File: src/rtl/cmp_chg_pkg.sv
package cmp_chg_pkg;

  // Stages in the comparator level synchronizer (minimum 2).
  localparam int unsigned SYNC_DEPTH_DEF = 2;
  // Stages in the reset release synchronizer (minimum 2).
  localparam int unsigned RST_DEPTH_DEF  = 2;

  // Interrupt enable set: all three must be high for a request.
  typedef struct packed {
    logic glb;
    logic per;
    logic loc;
  } irq_en_t;

endpackage

File: src/rtl/cmp_chg_rst_sync.sv
module cmp_chg_rst_sync #(
  parameter int unsigned DEPTH = 2
) (
  input  logic clk,
  input  logic arst_n,
  output logic srst_n
);

  logic [DEPTH-1:0] chain_q;
  logic [DEPTH-1:0] chain_d;

  always_comb begin
    chain_d = {chain_q[DEPTH-2:0], 1'b1};
  end

  always_ff @(posedge clk or negedge arst_n) begin
    if (!arst_n) begin
      chain_q <= '0;
    end else begin
      chain_q <= chain_d;
    end
  end

  assign srst_n = chain_q[DEPTH-1];

endmodule

File: src/rtl/cmp_chg_sync.sv
module cmp_chg_sync #(
  parameter int unsigned DEPTH = 2
) (
  input  logic clk,
  input  logic rst_n,
  input  logic din,
  output logic dout
);

  logic [DEPTH-1:0] stg_q;
  logic [DEPTH-1:0] stg_d;

  always_comb begin
    stg_d = {stg_q[DEPTH-2:0], din};
  end

  always_ff @(posedge clk or negedge rst_n) begin
    if (!rst_n) begin
      stg_q <= '0;
    end else begin
      stg_q <= stg_d;
    end
  end

  assign dout = stg_q[DEPTH-1];

endmodule

File: src/rtl/cmp_chg_mismatch.sv
module cmp_chg_mismatch (
  input  logic clk,
  input  logic rst_n,
  input  logic lvl,
  input  logic samp_en,
  input  logic snap_en,
  output logic mism
);

  logic samp_q, samp_d;
  logic snap_q, snap_d;

  // Next-state: each register has an explicit load enable.
  always_comb begin
    samp_d = samp_q;
    snap_d = snap_q;
    if (samp_en) samp_d = lvl;
    if (snap_en) snap_d = lvl;
  end

  always_ff @(posedge clk or negedge rst_n) begin
    if (!rst_n) begin
      samp_q <= 1'b0;
      snap_q <= 1'b0;
    end else begin
      samp_q <= samp_d;
      snap_q <= snap_d;
    end
  end

  assign mism = samp_q ^ snap_q;

endmodule

File: src/rtl/cmp_chg_flag.sv
module cmp_chg_flag
  import cmp_chg_pkg::*;
(
  input  logic    clk,
  input  logic    rst_n,
  input  logic    mism,
  input  logic    wr_en,
  input  logic    wr_data,
  input  irq_en_t en,
  output logic    flag,
  output logic    irq
);

  logic mism_q;
  logic flag_q, flag_d;
  logic rise;

  assign rise = mism & ~mism_q;

  // A detected edge outranks a software write in the same cycle.
  always_comb begin
    flag_d = flag_q;
    if (rise) begin
      flag_d = 1'b1;
    end else if (wr_en) begin
      flag_d = wr_data;
    end
  end

  always_ff @(posedge clk or negedge rst_n) begin
    if (!rst_n) begin
      mism_q <= 1'b0;
      flag_q <= 1'b0;
    end else begin
      mism_q <= mism;
      flag_q <= flag_d;
    end
  end

  assign flag = flag_q;
  assign irq  = flag_q & en.loc & en.per & en.glb;

endmodule

File: src/rtl/cmp_chg_irq.sv
module cmp_chg_irq
  import cmp_chg_pkg::*;
#(
  parameter int unsigned SYNC_DEPTH = SYNC_DEPTH_DEF,
  parameter int unsigned RST_DEPTH  = RST_DEPTH_DEF
) (
  input  logic clk,
  input  logic rst_n,
  input  logic cmp_raw,
  input  logic ph1_stb,
  input  logic stat_rd,
  input  logic stat_wr,
  input  logic flag_wr,
  input  logic flag_wdata,
  input  logic en_local,
  input  logic en_periph,
  input  logic en_global,
  output logic stat_level,
  output logic flag,
  output logic irq
);

  logic    rst_i;
  logic    lvl_sync;
  logic    mism;
  logic    snap_ld;
  irq_en_t en_all;

  // Every status write begins with a read, so both reload the snapshot.
  assign snap_ld = stat_rd | stat_wr;
  assign en_all  = '{glb: en_global, per: en_periph, loc: en_local};

  cmp_chg_rst_sync #(.DEPTH(RST_DEPTH)) u_rst (
    .clk    (clk),
    .arst_n (rst_n),
    .srst_n (rst_i)
  );

  cmp_chg_sync #(.DEPTH(SYNC_DEPTH)) u_sync (
    .clk   (clk),
    .rst_n (rst_i),
    .din   (cmp_raw),
    .dout  (lvl_sync)
  );

  cmp_chg_mismatch u_mm (
    .clk     (clk),
    .rst_n   (rst_i),
    .lvl     (lvl_sync),
    .samp_en (ph1_stb),
    .snap_en (snap_ld),
    .mism    (mism)
  );

  cmp_chg_flag u_flag (
    .clk     (clk),
    .rst_n   (rst_i),
    .mism    (mism),
    .wr_en   (flag_wr),
    .wr_data (flag_wdata),
    .en      (en_all),
    .flag    (flag),
    .irq     (irq)
  );

  assign stat_level = lvl_sync;

endmodule

File: config.mk
export PLATFORM = sky130hd
export DESIGN_NAME = cmp_chg_irq
export DESIGN_NICKNAME = d
export VERILOG_FILES = /design/src/rtl/cmp_chg_pkg.sv /design/src/rtl/cmp_chg_rst_sync.sv /design/src/rtl/cmp_chg_sync.sv /design/src/rtl/cmp_chg_mismatch.sv /design/src/rtl/cmp_chg_flag.sv /design/src/rtl/cmp_chg_irq.sv
export SDC_FILE = /design/constraint.sdc
export NUM_CORES = 1
export LEC_CHECK = 0
export BUFFER_PORTS_ARGS = -buffer_cell sky130_fd_sc_hd__buf_4
export CAP_MARGIN = 20
export CORE_AREA = 2 2 39 41
export DETAILED_ROUTE_END_ITERATION = 8
export DIE_AREA = 0 0 41 43
export SETUP_SLACK_MARGIN = 0.15
export SLEW_MARGIN = 25
export SYNTH_ARGS = -nofsm -noshare
export SYNTH_HDL_FRONTEND = slang
export SYNTH_SLANG_ARGS = --single-unit
File: constraint.sdc
create_clock -name clk -period 1.6 [get_ports clk]
set_clock_uncertainty 0.15 [all_clocks]
set_input_delay 0.16 -clock clk [delete_from_list [all_inputs] [get_ports clk]]
set_output_delay 0.16 -clock clk [all_outputs]
set_load 0.02 [all_outputs]
Yosys cells after proc, flatten, opt, wreduce, memory -nomap -nowiden
Index checks and enable logic that the tools add are counted.
- register bits after elaboration: 8
- bits of input ports: 11
- output and inout bits: 3
- logic and storage cells: 16
- mux-type cells: 2
- bitwise logic cells: 7
- reduce and logical (&&, ||, !) cells: 1
- operator list (cell ; number):
    $and A1 B1 Y1 ; 4
    $mux W1 ; 2
    $reduce_bool A2 Y1 ; 1
    $not A1 Y1 ; 1
    $or A1 B1 Y1 ; 1
    $xor A1 B1 Y1 ; 1

Longest topological paths before layout
- depth after elaboration: 3
- mapped depth: 2
- depth with buffers taken out: 2

Modules after synthesis
Synthesis repeated with hierarchy kept, for this count alone.
- cell total of the unflattened synthesis: 17
- area, all modules: 272.8 µm²
- modules (own cells, without submodules) (module ; instances ; cells each ; area an instance (µm²) ; sequential area each (µm²)):
    cmp_chg_mismatch ; 1 ; 5 ; 85.1 ; 50.0
    cmp_chg_flag ; 1 ; 6 ; 77.6 ; 50.0
    cmp_chg_rst_sync ; 1 ; 3 ; 53.8 ; 50.0
    cmp_chg_sync ; 1 ; 2 ; 50.0 ; 50.0
    cmp_chg_irq ; 1 ; 1 ; 6.3 ; 0.0

Worst setup path after synthesis
Ideal clock, no wire load.
- path kind: flip-flop to flip-flop
- from: register u_flag.flag (netlist name)
- to: register u_flag.flag_q, in the netlist u_flag.flag
- setup time: 0.126 ns
- data arrival time: 0.829 ns
- required time: 1.324 ns
- path slack: 0.495 ns
- stages on the path, launching flop included: 3
- buffers on the path: 0
- clock period less this slack: 1.105 ns
- cell sequence: dfrtp_1 nor2b_1 a221o_1
- RTL lines (what ; line ; source):
    end signal: assignment ; cmp_chg_flag.sv:36 ; flag_q <= flag_d;
    end: declaration ; cmp_chg_flag.sv:15 ; logic flag_q, flag_d;

Worst setup path after layout
- from: register u_flag.flag_q, in the netlist u_flag.flag
- to: output port irq
- word-level cells in the longest chain between the ends: 3
- RTL lines (what ; line ; source):
    $and A1 B1 Y1 (3 in series) ; cmp_chg_flag.sv:41 ; assign irq = flag_q & en.loc & en.per & en.glb;
    end: declaration ; cmp_chg_irq.sv:20 ; output logic irq
Every way passes these cells.

==> impl_results.md <==
* Status: finished clean
* DP HPWL at roughly 400 µm
* Main area contributors after synthesis: dfrtp_1, mux2_2, a221o_1
* Worst skew pair latency at between 200 and 250 ps
* Synth Register Bits at 8
* Pre-antenna DRT Iters at 2
* Worst vdd rail ir drop at 0.000562 V
* Number of global-route vias before repair at about 160
* Chip height at 43 µm
* Max-cap violations at 0
* H-tree levels at 1
* Critical path startpoint: u_flag.flag$_DFFE_PN0P_
* Final ANT Viol Nets at 0
* Reg-to-reg endpoint: u_flag.flag$_DFFE_PN0P_
* Tot GR Track Use at 5.90%
* Die width at 41 µm
* Initial Util at 19.3%
* YS warnings at 0
* Worst R2R Start: u_mm.snap_q$_DFFE_PN0P_
* Drt via density at 3.60
* Ports at 14
* Post-synth top area share at between 70% and 80%
* Cells after DPL at 46
* Grt ovf at 0
* Cells after synthesis at 17
* Max-slew violations at 0
* Final std cells w/o fill at 52
* Clock sink count at 8
* DR WL/cell at a little over 9 µm
* Register area share after synthesis at 74.8%
* Die ar. at about 1800 µm²
* Final period util at 79.4%
* Mapped cell area at 268 µm²
* Syn avg cell area at approximately 16 µm²
* DR iter-0 viols at 1
* Clock Tree Buf Depth at 2
* Crit path time final at ~1300 ps
* Synthesized Nets at 28
* Routed wire length at 484 µm
* CP max FO at 3
* Final Wtd Congestion at between 0.6 and 0.7
* Startpoint Class: flop
* Hold Fails Final Rpt at 0
* Fraction of layout cells with a size suffix above 1 at between 50% and 60%
* Post-CTS Setup Repair Bufs at 0
* Initial antenna violation count at 0
* Via count at around 190
* Static Leakage at ~0.21 nW
* Post-synth top area cell: dfrtp_1
* Syn-to-layout area delta at 63.6%
* Diodes inserted at 0
* Worst r2r path cells at 2
* CTS Root Cell: clkbuf_4
* CP Capture Point: irq
* Critical Path End Type: output pin
* Worst EP required at about 1300 ps
* Nets at 49
* Crit path DAT at roughly 960 ps
* Finish-stage setup viols at 0
* Clock tree from TritonCTS: yes
* CTS Buf Count at 3
* # rows at 14
* Pwr per Cell Area at 1020 nW/µm²
* R2r setup slk at around 470 ps
* First-pass GRT wire length at ~660 µm
* Clock-pin slew on the worst setup and hold paths at roughly 50 ps
* Largest net degree at the start of global routing at 7
* RSZ-0062 raised after global routing: false
* Critical path class: flop to output pin
* Input/output buffers at 13
* Area of placed instances at a little under 400 µm²
* Max frequency at a little under 800 MHz
* Hold WS at around 12 ps
* Core area at roughly 1400 µm²
* Design Area, Final at around 440 µm²
* Remaining DRCs at 0
* Synth unique cells at 9
* Sum Neg Setup Slack at 0 ps
* HP Class: primary input to flop
-- metrics by stage --
stage               util (%)  total power [mW]  setup WS (ps)
CTS                     31.6             0.459            317
global route            31.6             0.478            279
finish                  31.6             0.448            330
floorplan                  -             0.263            495
detailed placement      27.8             0.301            475
global placement        27.8             0.298            519
-- critical path: stages, from the launching register on --
cell and delay (ps):
dfrtp_1 390, and4_1 180, buf_4 150
-- power breakdown --
group | leakage [nW] | total [mW] | internal, mW | switching (mW)
combinational | 0.106 | 0.0697 | 0.0422 | 0.0275
clock | 0.0138 | 0.147 | 0.0854 | 0.0617
sequential | 0.0927 | 0.232 | 0.222 | 0.00953
total | 0.213 | 0.448 | 0.350 | 0.0987
-- cell usage in the layout, fill, tap and decap left out --
cell type	count
a221o_1	1
clkbuf_4	3
dlygate4sd3_1	3
and4_1	1
buf_4	13
nor2b_1	1
inv_1	1
xor2_1	1
mux2_2	2
dfrtp_1	8
nor2_1	1
conb_1	1
-- what timing repair did --
item	in CTS	in global routing
hold endpoints to repair	9	0
hold buffers	3	0
resized for setup	0	0
-- Yosys cell counts --
master   number
a221o_1       1
and4_1        1
nor2b_1       1
conb_1        1
inv_1         1
dfrtp_1       8
nor2_1        1
mux2_2        2
xor2_1        1
-- state kept, by name, indices dropped and copies added (netlist names) --
signal         count
u_mm.samp_q        1
u_rst.chain_q      2
u_flag.mism_q      1
u_sync.stg_q       2
u_flag.flag        1
u_mm.snap_q        1
-- worst min path at each step --
stage	startpoint	end	slack [ps]	cells after the start
CTS	ph1_stb	u_mm.samp_q$_DFFE_PN0P_	6	2
finish	ph1_stb	u_mm.samp_q$_DFFE_PN0P_	10	2
global route	flag_wdata	u_flag.flag$_DFFE_PN0P_	6	2
global placement	rst_n	u_rst.chain_q[0]$_DFF_PN0_	-210	1
floorplan	rst_n	u_rst.chain_q[0]$_DFF_PN0_	-290	0
detailed placement	rst_n	u_rst.chain_q[1]$_DFF_PN0_	-210	1
-- metal layers --
layer	GRT usage [%]	up-vias	wire [µm]	share of wire (%)
met5	0	-	0	0
met4	0	0	0	0
met3	6.81	0	69	14
met2	6.56	14	175	36
met1	8.05	75	239	49
li1	-	98	-	-
-- layout make-up --
class                   instances  area, µm²
flip-flops and latches          8        200
multi-input cells               8       63.8
well taps                      16       20.0
inverters                       1       3.75
clock buffers                   3       22.5
fillers                       148        946
repair buffers                 16        128
-- cells by family (layout without fill, tap and decap cells) --
kind of cell | Yosys count | in the layout | share of synthesized area (%)
other | 1 | 1 | 1.40
AND/OR/NAND/NOR | 3 | 3 | 7.01
multiplexers | 2 | 2 | 8.41
AO/OA/AOI/OAI | 1 | 1 | 3.74
XOR/XNOR | 1 | 1 | 3.27
flip-flops | 8 | 8 | 74.8
buffers and inverters | 1 | 20 | 1.40
No activity file was read; power rests on OpenSTA's default activity.
